**src/rtl/wdkey_pkg.sv**
```systemverilog
package wdkey_pkg;
   localparam logic [7:0] KEY_FIRST  = 8'h1E;
   localparam logic [7:0] KEY_SECOND = 8'hE1;
   localparam logic       SEL_KEY    = 1'b0;
   localparam logic       SEL_PROG   = 1'b1;
endpackage

```
**src/rtl/wdt_keyseq.sv**
```systemverilog
module wdt_keyseq
   import wdkey_pkg::*;
(
   input  logic       clk,
   input  logic       rst,
   input  logic       wr_en,
   input  logic       wr_sel,
   input  logic [7:0] wr_data,
   output logic       armed_o,
   output logic       kick_o
);
   logic first_q;
   logic armed_q;
   logic key_wr;

   assign key_wr  = wr_en && (wr_sel == SEL_KEY);
   assign kick_o  = key_wr && first_q && (wr_data == KEY_SECOND);
   assign armed_o = armed_q;

   always_ff @(posedge clk) begin
      if (rst) begin
         first_q <= 1'b0;
         armed_q <= 1'b0;
      end else begin
         if (key_wr) first_q <= (wr_data == KEY_FIRST);
         if (kick_o) armed_q <= 1'b1;
      end
   end


   armed_sticky_chk: assert property (@(posedge clk) disable iff (rst)
      armed_q |=> armed_q);


   arm_source_chk: assert property (@(posedge clk) disable iff (rst)
      $rose(armed_q) |-> $past(wr_en && wr_sel == SEL_KEY && wr_data == KEY_SECOND));
endmodule

```
**src/rtl/wdt_prescale.sv**
```systemverilog
module wdt_prescale #(
   parameter int PRE_DIV = 6
) (
   input  logic clk,
   input  logic rst,
   input  logic x2_mode,
   input  logic hold,
   input  logic clear,
   output logic tick_o
);
   localparam int PW = (PRE_DIV > 1) ? $clog2(PRE_DIV) : 1;

   logic half_q;
   logic wclk_en;

   always_ff @(posedge clk) begin
      if (rst || clear) half_q <= 1'b0;
      else if (!hold)   half_q <= ~half_q;
   end

   assign wclk_en = (x2_mode | half_q) & ~hold & ~clear;

   generate
      if (PRE_DIV == 1) begin : g_nodiv
         assign tick_o = wclk_en;
      end else begin : g_div
         localparam logic [PW-1:0] LAST = PW'(PRE_DIV - 1);
         logic [PW-1:0] pre_q;
         always_ff @(posedge clk) begin
            if (rst || clear) pre_q <= '0;
            else if (wclk_en) pre_q <= (pre_q == LAST) ? '0 : pre_q + 1'b1;
         end
         assign tick_o = wclk_en && (pre_q == LAST);


         pre_frozen_chk: assert property (@(posedge clk) disable iff (rst)
            hold && !clear |=> $stable(pre_q));
      end
   endgenerate
endmodule

```
**src/rtl/wdt_counter.sv**
```systemverilog
module wdt_counter #(
   parameter int BASE_EXP = 14,
   parameter int WTO_W    = 3,
   parameter int CNT_W    = BASE_EXP + (1 << WTO_W) - 1
) (
   input  logic             clk,
   input  logic             rst,
   input  logic             clear,
   input  logic             tick,
   input  logic             hold,
   input  logic [WTO_W-1:0] wto,
   output logic             expire_o
);
   localparam logic [WTO_W-1:0] WMAX = WTO_W'((1 << WTO_W) - 1);
   localparam logic [CNT_W-1:0] ONE  = CNT_W'(1);

   logic [CNT_W-1:0] cnt_q;
   logic [CNT_W-1:0] limit;
   logic [WTO_W-1:0] sh;

   assign sh       = WMAX - wto;
   assign limit    = {CNT_W{1'b1}} >> sh;
   assign expire_o = tick && (cnt_q >= limit - ONE);

   always_ff @(posedge clk) begin
      if (rst || clear)  cnt_q <= '0;
      else if (expire_o) cnt_q <= '0;
      else if (tick)     cnt_q <= cnt_q + ONE;
   end


   count_frozen_chk: assert property (@(posedge clk) disable iff (rst)
      hold && !clear |=> $stable(cnt_q));
endmodule

```
**src/rtl/wdt_pulse.sv**
```systemverilog
module wdt_pulse #(
   parameter int PULSE_LEN = 96
) (
   input  logic clk,
   input  logic rst,
   input  logic fire,
   output logic busy_o
);
   localparam int PW = $clog2(PULSE_LEN + 1);
   localparam int HW = $clog2(PULSE_LEN + 2);

   logic [PW-1:0] left_q;

   always_ff @(posedge clk) begin
      if (rst)              left_q <= '0;
      else if (fire)        left_q <= PW'(PULSE_LEN);
      else if (left_q != 0) left_q <= left_q - 1'b1;
   end

   assign busy_o = (left_q != 0);

   logic [HW-1:0] hi_len;
   always_ff @(posedge clk) begin
      if (rst) hi_len <= '0;
      else     hi_len <= busy_o ? hi_len + 1'b1 : '0;
   end


   pulse_width_chk: assert property (@(posedge clk) disable iff (rst)
      $fell(busy_o) |-> hi_len == HW'(PULSE_LEN));
endmodule

```
**src/rtl/keyed_watchdog.sv**
```systemverilog
module keyed_watchdog
   import wdkey_pkg::*;
#(
   parameter int BASE_EXP  = 14,
   parameter int WTO_W     = 3,
   parameter int PRE_DIV   = 6,
   parameter int PULSE_LEN = 96
) (
   input  logic       clk,
   input  logic       sys_rst,
   input  logic       x2_mode,
   input  logic       wr_en,
   input  logic       wr_sel,
   input  logic [7:0] wr_data,
   input  logic       idle,
   input  logic       pwr_down,
   output logic       wd_rst_o
);
   localparam int CNT_W = BASE_EXP + (1 << WTO_W) - 1;

   initial begin
      base_exp_chk:  assert (BASE_EXP >= 1);
      wto_width_chk: assert (WTO_W >= 1 && WTO_W <= 4);
      pre_div_chk:   assert (PRE_DIV >= 1);
      pulse_len_chk: assert (PULSE_LEN >= 1);
   end

   logic             armed;
   logic             kick;
   logic             tick;
   logic             expire;
   logic             busy;
   logic             clear_all;
   logic [WTO_W-1:0] wto_q;
   logic             idle_unused;

   assign idle_unused = idle;
   assign clear_all   = kick | ~armed | busy;

   always_ff @(posedge clk) begin
      if (sys_rst) wto_q <= '0;
      else if (wr_en && wr_sel == SEL_PROG) wto_q <= wr_data[WTO_W-1:0];
   end

   wdt_keyseq u_key (
      .clk(clk), .rst(sys_rst), .wr_en(wr_en), .wr_sel(wr_sel),
      .wr_data(wr_data), .armed_o(armed), .kick_o(kick)
   );

   wdt_prescale #(.PRE_DIV(PRE_DIV)) u_pre (
      .clk(clk), .rst(sys_rst), .x2_mode(x2_mode), .hold(pwr_down),
      .clear(clear_all), .tick_o(tick)
   );

   wdt_counter #(.BASE_EXP(BASE_EXP), .WTO_W(WTO_W), .CNT_W(CNT_W)) u_cnt (
      .clk(clk), .rst(sys_rst), .clear(clear_all), .tick(tick),
      .hold(pwr_down), .wto(wto_q), .expire_o(expire)
   );

   wdt_pulse #(.PULSE_LEN(PULSE_LEN)) u_pulse (
      .clk(clk), .rst(sys_rst), .fire(expire), .busy_o(busy)
   );

   assign wd_rst_o = busy;


   expire_pulse_chk: assert property (@(posedge clk) disable iff (sys_rst)
      expire |=> wd_rst_o);


   no_count_in_pulse_chk: assert property (@(posedge clk) disable iff (sys_rst)
      wd_rst_o |-> !expire);


   disarmed_quiet_chk: assert property (@(posedge clk) disable iff (sys_rst)
      !armed |=> !wd_rst_o);
endmodule

```
**config.mk**
```make
export PLATFORM = sky130hd
export DESIGN_NAME = keyed_watchdog
export DESIGN_NICKNAME = d
export VERILOG_FILES = /design/src/rtl/wdkey_pkg.sv /design/src/rtl/wdt_keyseq.sv /design/src/rtl/wdt_prescale.sv /design/src/rtl/wdt_counter.sv /design/src/rtl/wdt_pulse.sv /design/src/rtl/keyed_watchdog.sv
export SDC_FILE = /design/constraint.sdc
export NUM_CORES = 1
export LEC_CHECK = 0
export BUFFER_PORTS_ARGS = -buffer_cell sky130_fd_sc_hd__buf_2
export CORE_UTILIZATION = 49
export DETAILED_ROUTE_END_ITERATION = 10
export PLACE_DENSITY = 0.65
export SYNTH_ARGS = -nofsm -noshare
export SYNTH_HDL_FRONTEND = slang
export SYNTH_SLANG_ARGS = --single-unit
```
**constraint.sdc**
```tcl
create_clock -name clk -period 3 [get_ports clk]
set_input_delay 0.9 -clock clk [delete_from_list [all_inputs] [get_ports clk]]
set_output_delay 0.9 -clock clk [all_outputs]
set_load 0.05 [all_outputs]
```
==> impl_metrics.csv <==
group,metric,value,unit
outcome,outcome,"finished, final reports clean",
routing,ant_nets,0,
floorplanning,dieArea,4460,µm²
setup_path,timing.rr.start,"u_pulse.left_q[2]$_SDFFE_PP0P_",
synth,synth-seq-area-share,36.0,%
sta,slew_headroom,74.7,%
routing,drt_iter0_drc,95,
setup_path,regToRegEndpoint,"u_cnt.cnt_q[16]$_SDFFE_PP0P_",
grt,overflow,0,
clock_network,root_buffer,"clkbuf_8",
synth,synth_warnings,0,
synth,synthArstFlopShare,0,%
clock_network,post_cts_resized,0,
grt,grt_antenna_before_repair,0,
sta,drv_slew,0,
grt,track_usage,21.4,%
place,dp_hpwl,3020,µm
final_layout,area_growth,12.3,%
setup_path,crit_slowest_cell,"or4_4",
setup_path,r2r_slack,0.43,ns
synth,netlist_instances,242,
routing,vias,1796,
synth,synth_ff_type,"dfxtp_1",
power_and_ir_drop,clock_power_share,35.1,%
grt,grt_pass1_wl,7250,µm
flow_run,max_cap_viol_count,0,
clock_network,htree_num_levels,2,
setup_path,end_kind,"output port",
sta,rsz0062_at_grt,"no",
final_layout,nFillCells,393,
floorplanning,row_count,23,
power_and_ir_drop,seq_power_share,38.1,%
synth,synth.avg_cell_area,8.51,µm²
routing,finalWirelength,4260,µm
setup_path,cp.required,2.10,ns
grt,grt_pass1_vias,1579,
setup_path,worstPathCellList,"or4_4 > nor2_8 > inv_4 > buf_2",
grt,grt_max_degree,26,
power_and_ir_drop,p_sw_share,31.3,%
final_layout,final_layout_size_suffix_gt1_share,13.2,%
setup_path,r2r_cells,6,
power_and_ir_drop,power.leakage,0.000794,µW
min_path,hold_end,"u_pre.g_div.pre_q[2]$_SDFFE_PP0P_",
clock_network,cts_inserted_buffers,5,
synth,syn_nets,268,
setup_path,path_class,"flop to output port",
setup_path,cp.buffers_inverters,2,
sta,fmax,381,MHz
clock_network,ctsHoldBuffers,0,
routing,drt-wirelength-per-cell,13.8,µm
clock_network,cts_tree,"built",
min_path,holdPathStages,2,
place,gp_congestion,0.764,
place,io_buffers,14,
power_and_ir_drop,internal_power,1040,µW
sta,fin_tns_setup,0,ns
sta,fin_worst_skew,0.00200,ns
min_path,min_path_type,"flop to flop",
floorplanning,die_w,66.8,µm
routing,via_per_inst,5.83,
final_layout,nNetsFinal,283,
floorplanning,die_h,66.8,µm
clock_network,clock_latency,0.29,ns
synth,syn-cell-area,2060,µm²
routing,drt-pass1-iter-count,4,
floorplanning,coreArea,4030,µm²
clock_network,clk_path_buf_depth,2,
power_and_ir_drop,power.density,655,nW/µm²
floorplanning,ios,16,
clock_network,clock_sinks,37,
setup_path,slowest_delay,0.58,ns
power_and_ir_drop,combPwrFrac,26.8,%
setup_path,cp_data_arrival_time,1.72,ns
sta,hold_slack,0.470,ns
min_path,min_from,"u_pre.g_div.pre_q[2]$_SDFFE_PP0P_",
power_and_ir_drop,p_sw,474,µW
clock_network,clkTransAtPathRegs,0.08,ns
sta,worstMarginPinSlew,0.376,ns
sta,hold_violations,0,
setup_path,startpoint_type,"flop",
clock_network,postCtsSetupBuffers,0,
final_layout,diodes,0,
sta,min_period_over_period,87.5,%
power_and_ir_drop,ir_worst_vdd,0.536,mV
setup_path,path_max_fanout,8,
routing,drc_errors,0,
sta,setup_viol,0,
sta,finalCriticalPeriod,2.62,ns
setup_path,crit_family,"simple AND/OR/NAND/NOR gates",
synth,ys_ff_latch,37,
floorplanning,start_util,51.1,%
synth,synth_edf_count,0,
synth,yosysUniqueCellTypes,42,
-- power groups by stage --
stage / combinational (µW) / clock [µW] / sequential, µW
CTS: 410 / 540 / 577
global placement: 404 / 0 / 586
finish: 405 / 531 / 577
detailed placement: 407 / 0 / 589
global route: 466 / 559 / 585
floorplan: 341 / 0 / 578
-- synthesized netlist by cell type (2+ instances only) --
library cell  number  area, µm²
buf_1              2       7.51
nand2_1           17       63.8
and3_1             7       43.8
nor2b_1            3       18.8
xnor2_1            8       70.1
xor2_1             7       61.3
and4_1             3       26.3
a211oi_1          13       97.6
inv_1              6       22.5
or4b_2             2       20.0
nand2b_1           2       12.5
nor2_1            10       37.5
or4_4              2       22.5
o21ai_0           12       60.1
dfxtp_1           37        741
or3_1              9       56.3
nor4_1             6       37.5
a21oi_1           12       60.1
nand3_1           15       75.1
nor3_1            17       85.1
o31ai_1            2       15.0
or4_1              2       15.0
ha_1              11        138
clkbuf_1           6       22.5
nand4b_1           4       35.0
nand4_1           11       68.8
-- how the worst max path moves through the flow --
stage	cells after the start	to	start
after floorplan	7	u_cnt.cnt_q[4]$_SDFFE_PP0P_	wr_en
after global placement	6	u_cnt.cnt_q[11]$_SDFFE_PP0P_	wr_en
after detailed placement	6	u_cnt.cnt_q[13]$_SDFFE_PP0P_	wr_en
after CTS	4	wd_rst_o	u_pulse.left_q[2]$_SDFFE_PP0P_
after global routing	4	wd_rst_o	u_pulse.left_q[2]$_SDFFE_PP0P_
final	4	wd_rst_o	u_pulse.left_q[2]$_SDFFE_PP0P_
-- sequential cells by signal, indices dropped and copies added, names as in the netlist --
name and count:
u_pre.g_div.pre_q 3, u_pre.half_q 1, u_pulse.left_q 7, u_key.first_q 1, wto_q 3, u_key.armed_o 1
u_cnt.cnt_q 21
-- area by class of cell --
class	instances	area (µm²)	share of cell area, %
tap	50	62.6	2.71
multi-input combinational	188	1240	53.7
clock buffer	5	68.8	2.98
sequential	37	741	32.0
inverter	7	28.8	1.24
clock inverter	3	68.8	2.98
timing repair buffer	18	100	4.33
-- cells in the final DEF, fill, tap and decap left out, types with 5 or more instances in the layout --
cell | synthesis | final
nor3_1 | 17 | 17
xnor2_1 | 8 | 8
nand4_1 | 11 | 11
nand3_1 | 15 | 15
a211oi_1 | 13 | 13
and3_1 | 7 | 7
or3_1 | 9 | 9
inv_1 | 6 | 6
nor4_1 | 6 | 6
a21oi_1 | 12 | 12
clkbuf_8 | 0 | 5
nor2_1 | 10 | 10
ha_1 | 11 | 11
nand2_1 | 17 | 17
buf_2 | 1 | 14
dfxtp_1 | 37 | 37
o21ai_0 | 12 | 12
xor2_1 | 7 | 7
-- per-layer routing --
metal	share of wire [%]	GRT usage, %
met3	3.1	4.62
met5	0	0
met1	52	29.5
met4	1.0	6.38
met2	44	32.8
-- worst min-delay path: cells and delay by family (launching register included) --
family / cells / cell delay [ns]
compound gates: 1 / 0.05
simple gates: 1 / 0.05
flops: 1 / 0.32
-- cells by family after synthesis --
family | synth area share, %
XOR/XNOR | 6.38
AO/OA/AOI/OAI | 14.2
buffers and inverters | 3.65
flip-flops | 36.0
AND/OR/NAND/NOR | 32.6
multiplexers | 0.486
adder cells (fa/ha/maj) | 6.69
-- per-stage QoR --
step	cell area (µm²)	setup WS [ns]	power, µW	std cells	utilization, %
global placement	2170	0.227	990	300	54.0
global route	2310	0.309	1610	308	57.4
detailed placement	2170	0.206	996	300	54.0
floorplan	2060	0.337	919	242	-
finish	2310	0.376	1510	308	57.4
CTS	2310	0.370	1530	308	57.4
(Power assumes the default switching activity.)
